[config.mk]
export PLATFORM = sky130hd
export DESIGN_NAME = gpio_port
export DESIGN_NICKNAME = d
export VERILOG_FILES = /design/src/rtl/gpio_port.sv
export SDC_FILE = /design/constraint.sdc
export NUM_CORES = 1
export LEC_CHECK = 0
export BUFFER_PORTS_ARGS = -buffer_cell sky130_fd_sc_hd__buf_2
export CAP_MARGIN = 40
export CORE_ASPECT_RATIO = 1.25
export CORE_MARGIN = 5
export CORE_UTILIZATION = 44
export CTS_BUF_LIST = sky130_fd_sc_hd__clkbuf_8
export DETAILED_ROUTE_END_ITERATION = 8
export PLACE_DENSITY = 0.74
export REMOVE_ABC_BUFFERS = 1
export SETUP_SLACK_MARGIN = 0.4
export SLEW_MARGIN = 10
export SYNTH_ARGS = -nofsm -noshare
export SYNTH_HDL_FRONTEND = slang
export SYNTH_SLANG_ARGS = --single-unit
[constraint.sdc]
create_clock -name clk -period 1.3 [get_ports clk]
set_input_delay 0.39 -clock clk [delete_from_list [all_inputs] [get_ports clk]]
set_output_delay 0.39 -clock clk [all_outputs]
set_load 0.1 [all_outputs]
[src/rtl/gpio_port.sv]
`timescale 1ns/10ps
module gpio_port #(
  parameter int W = 8
) (
  input  logic         clk,
  input  logic         rst_n,
  input  logic [1:0]   addr,
  input  logic         wr_en,
  input  logic [W-1:0] wr_data,
  output logic [W-1:0] rd_data,
  input  logic [W-1:0] pad_in,
  output logic [W-1:0] pad_out,
  output logic [W-1:0] pad_oe,
  output logic [W-1:0] pad_pu
);
  localparam logic [1:0] A_PIN = 2'd0, A_DIR = 2'd1, A_OUT = 2'd2;

  logic [W-1:0] dir_q, out_q, hold_q, pin_q;

  always_ff @(posedge clk or negedge rst_n)
    if (!rst_n) begin
      dir_q <= '0;
      out_q <= '0;
    end else if (wr_en) begin
      if (addr == A_DIR) dir_q <= wr_data;
      if (addr == A_OUT) out_q <= wr_data;
    end

  // first stage: level present when the clock falls (transparent-high latch equivalent)
  always_ff @(negedge clk or negedge rst_n)
    if (!rst_n) hold_q <= '0;
    else        hold_q <= pad_in;

  always_ff @(posedge clk or negedge rst_n)
    if (!rst_n) pin_q <= '0;
    else        pin_q <= hold_q;

  assign pad_oe  = dir_q;
  assign pad_out = out_q;
  assign pad_pu  = ~dir_q & out_q;

  always_comb
    case (addr)
      A_PIN:   rd_data = pin_q;
      A_DIR:   rd_data = dir_q;
      A_OUT:   rd_data = out_q;
      default: rd_data = '0;
    endcase

  a_r2_dir_write: assert property (@(posedge clk) disable iff (!rst_n)
    (wr_en && addr == A_DIR) |=> dir_q == $past(wr_data));
  a_r2_out_write: assert property (@(posedge clk) disable iff (!rst_n)
    (wr_en && addr == A_OUT) |=> out_q == $past(wr_data));
  a_r2_dir_hold: assert property (@(posedge clk) disable iff (!rst_n)
    !(wr_en && addr == A_DIR) |=> $stable(dir_q));
  a_r2_out_hold: assert property (@(posedge clk) disable iff (!rst_n)
    !(wr_en && addr == A_OUT) |=> $stable(out_q));
  a_r4_pu_never_driving: assert property (@(posedge clk) disable iff (!rst_n)
    (pad_pu & pad_oe) == '0);
  a_r5_second_stage: assert property (@(posedge clk) disable iff (!rst_n)
    pin_q == $past(hold_q));
endmodule

==> results.md, run 1 <==
* Chip width at 57.7 um
* I/O Buffers at 52
* Error msg: [ERROR DPL-0033] detailed placement checks failed during check placement.
* Total CTS buffers at 5
* Stop stage: clock tree synthesis
* Top FF cell, synth: dfrtp_1
* Die Height at 69.6 um
* Mapped Area at 1250 um2
* Clk sinks at 32
* Largest cells by area after synthesis: dfrtp_1 (48%), dfrtn_1 (16%), mux2_2 (14%)
* Post_cts resized at 65
* Fraction of registers with async set/reset at 100%
* Post-synthesis sequential area ratio at 64.0%
* Clk buf depth at 2
* Status: did not finish
* Starting density of the core at 46.2%
* Post-synth top area share at 48.0%
* EDFF count, synth at 0
* Placer congestion estimate at 0.731
* Ports at 53
* Detailed Place HPWL at 2650 um
* CTS root buf: clkbuf_8
* CTS H-tree lvls at 2
* Synthesized instance count at 78
* Row Count at 21
* Placed Area at 2220 um2
* Top cells by count, synth: dfrtp_1 (24), mux2_2 (16), nor2b_1 (9)
* Cell variety after synth at 10
* Synth Register Bits at 32
* Synth warnings at 0
* Avg Synthesized Cell Area at 16.0 um2
* Leading cell type by number of instances after synthesis: dfrtp_1
* Post-CTS Setup Inserts at 6
* Post-CTS Hold Fix Bufs at 1
* Synth area leader: dfrtp_1
[stage by stage]
stage               util [%]  cells  setup slack [ns]  hold WS (ns)  TNS (ns)
floorplan                  -     75             -1.68        0.0944    -25.32
global placement        82.2    186            -0.359         0.292     -3.88
detailed placement      82.2    186            -0.418         0.291     -4.39
[kinds of logic after synthesis]
logic type	count (synthesis)	synth area share, %
multiplexers	24	20.8
buffers and inverters	3	1.90
AND/OR/NAND/NOR	11	7.70
flip-flops	32	64.0
AO/OA/AOI/OAI	8	5.60
==> run 2, diff against run 1 <==
--- a/config.mk
+++ b/config.mk
@@ -7,14 +7,11 @@
 export LEC_CHECK = 0
 export BUFFER_PORTS_ARGS = -buffer_cell sky130_fd_sc_hd__buf_2
 export CAP_MARGIN = 40
-export CORE_ASPECT_RATIO = 1.25
 export CORE_MARGIN = 5
-export CORE_UTILIZATION = 44
-export CTS_BUF_LIST = sky130_fd_sc_hd__clkbuf_8
+export CORE_UTILIZATION = 30
 export DETAILED_ROUTE_END_ITERATION = 8
-export PLACE_DENSITY = 0.74
+export PLACE_DENSITY_LB_ADDON = 0.15
 export REMOVE_ABC_BUFFERS = 1
-export SETUP_SLACK_MARGIN = 0.4
 export SLEW_MARGIN = 10
 export SYNTH_ARGS = -nofsm -noshare
 export SYNTH_HDL_FRONTEND = slang
==> constraint.sdc (replaced) <==
create_clock -name clk -period 1.7 [get_ports clk]
set_input_delay 0.51 -clock clk [delete_from_list [all_inputs] [get_ports clk]]
set_output_delay 0.51 -clock clk [all_outputs]
set_load 0.1 [all_outputs]
==> results.md, run 2 <==
* Inst Count DP at 186 (unchanged)
* Cell variety after synth at 10 (unchanged)
* Number of nets in the layout at 164
* PwrDens at 1440 nW/um2
* Final Setup Violations at 8
* Area Growth Syn to Fin at 81.6%
* Clock Latency Late Sink at 0.28 ns
* Worst setup margin at -0.106 ns
* Failing checks: setup timing
* Vias per inst at 4.59
* Starting density of the core at 31.1% (-15 points)
* Avg Synthesized Cell Area at 16.0 um2 (unchanged)
* Mapped Area at 1250 um2 (unchanged)
* Row Count at 23 (+9.5%)
* Initial antenna violation count at 0
* Post-CTS Setup Inserts at 0 (-6)
* Final non-filler cell total at 194
* Crit path kind: in -> out
* Ports at 53 (unchanged)
* Drt initial violations at 17
* Data arrival, critical path at 1.30 ns
* Slowest CP cell: mux2i_4
* Fraction of registers with async set/reset at 100% (unchanged)
* Gr ovfl total at 0
* Status: finished with violations
* Commonest non-fill, non-tap cell in the layout: dfrtp_1
* Die Height at 74.6 um (+7.1%)
* Post-CTS Hold Fix Bufs at 0 (-1)
* Top FF cell, synth: dfrtp_1
* CTS H-tree lvls at 2 (unchanged)
* Total wire length at 3150 um
* Fin util at 56.4%
* Chip width at 74.6 um (+29%)
* Share of layout cells above drive strength 1 at 74.3%
* CTS root buf: clkbuf_8
* Worst Clk Skew at 0.0107 ns
* Final worst-path cycle share at 106%
* Leading cell type by number of instances after synthesis: dfrtp_1
* Post-synthesis sequential area ratio at 64.0% (unchanged)
* Total GRT Usage at 12.9%
* Synth Register Bits at 32 (unchanged)
* Synthesized instance count at 78 (unchanged)
* Max Clock Freq at 554 MHz
* I/O Buffers at 52 (unchanged)
* Synth area leader: dfrtp_1
* Fin area at 2270 um2
* Vias in the first global route at 1001
* Largest net degree at the start of global routing at 18
* Detailed Place HPWL at 2220 um (-17%)
* DR vias at 890
* Post-synth top area share at 48.0% (unchanged)
* Slew HR at 67.3%
* Met2 wire len at 1560 um
* CP Launch Type: input pin
* Core Area at 4030 um2
* Commonest cells after routing, fill and taps aside: dfrtp_1 (24), buf_2 (20), buf_12 (19)
* First-pass iteration count of the detailed router at 4
* Critical Path Most Common Cell: buf_12
* Setup crit end kind: output pin
* Placer congestion estimate at 0.702 (-3.8%)
* Met1 wire length at 1230 um
* WL/cell at 16.3 um
* Synth warnings at 0 (unchanged)
* Largest cells by area after synthesis: dfrtp_1 (48%), dfrtn_1 (16%), mux2_2 (14%)
* Total CTS buffers at 5 (unchanged)
* EDFF count, synth at 0 (unchanged)
* N_diodes at 0
* DIE AREA at 5560 um2
* First-pass GRT wire length at 5130 um
* Pleak at 0.994 nW
* CTS tree: yes
* Final Hold Vio Count at 0
* Critical-path maximum fanout at 4
* Hold crit path type: in -> async
* Clk sinks at 32 (unchanged)
* Placed Area at 1870 um2 (-16%)
* Fin crit period at 1.81 ns
* Tightest Pin Transition at 0.494 ns
* Worst VDD drop at 706 uV
* Slowest Stage Delay on Critical Path at 0.19 ns
* Unrepaired setup endpoints after global routing: true
* Required time worst endpoint at 1.19 ns
* Routed Antenna Nets at 0
* Top cells by count, synth: dfrtp_1 (24), mux2_2 (16), nor2b_1 (9)
* Drt drc at 0
* DR top layer: met4
* Met3 WL at 337 um
* Clk buf depth at 2 (unchanged)
* Max Cap Viol at 0
* Critical Path, Cell by Cell: buf_12 -> buf_8 -> mux2i_4 -> o2bb2ai_4 -> buf_12
* Clk slew on worst S/H paths at 0.06 ns
* Final Max Tran Viols at 0
## run 2: cell counts after synthesis
No cell type changed its count.
## run 2: worst paths after layout
kind	cells after the start	slack [ns]	from	endpoint
min in group clk	2	0.48	wr_data[3]	pad_oe[3]
worst max register to register	0	0.39	hold_q[6]	pin_q[6]
worst max-delay path	5	-0.11	addr[0]	rd_data[1]
max in group asynchronous	1	0.51	rst_n	hold_q[0]
worst min-delay path	1	0.15	rst_n	pin_q[6]
worst min register to register	1	0.60	pad_oe[3]	pad_oe[3]
## run 2: critical path, delay by kind of cell
kind | cells | cell delay [ns]
buffers and inverters | 3 | 0.42
muxes | 1 | 0.19
AOI/OAI and AO/OA | 1 | 0.16
## run 2: metrics by stage
step	setup WS, ns	total power, mW	hold WS [ns]	setup TNS [ns]
after global routing	-0.124	3.39	0.177	-0.933
final	-0.106	3.27	0.149	-0.635
after floorplan	-1.40	2.08	0.214	-20.67
after global placement	-0.207	2.56	0.457	-1.53
after detailed placement	-0.194	2.57	0.459	-1.47
after CTS	-0.0834	3.26	0.152	-0.501
## run 2: area by class of cell
type	instances	area [um2]
Clock buffer	8	80.1
Multi-Input combinational cell	43	664
Sequential cell	32	801
Fill cell	324	1760
Tap cell	50	62.6
Timing Repair Buffer	61	664
## run 2: repair_timing
action	in CTS	in global routing
resized for setup	41	21
pin swaps	8	2
gates cloned	0	0
endpoints found under the setup margin	8	28
## run 2: cells by family after synthesis
kind of cell | Yosys count | share of synthesized area, %
compound gates | 8 | 5.60
buf+inv | 3 | 1.90
flops | 32 | 64.0
mux | 24 | 20.8
simple gates | 11 | 7.70
## run 2: power breakdown
part,internal [mW],switching (mW)
clock network,0.290,0.251
registers,0.856,0.118
logic,0.527,1.23
## run 2: layer usage
| metal | track usage, % | vias up |
|---|---|---|
| met5 | 0 | - |
| met4 | 6.52 | 0 |
| met3 | 5.00 | 4 |
| met2 | 20.2 | 43 |
| met1 | 15.6 | 431 |
| li1 | - | 412 |
Power figures use the tool's default switching activity.
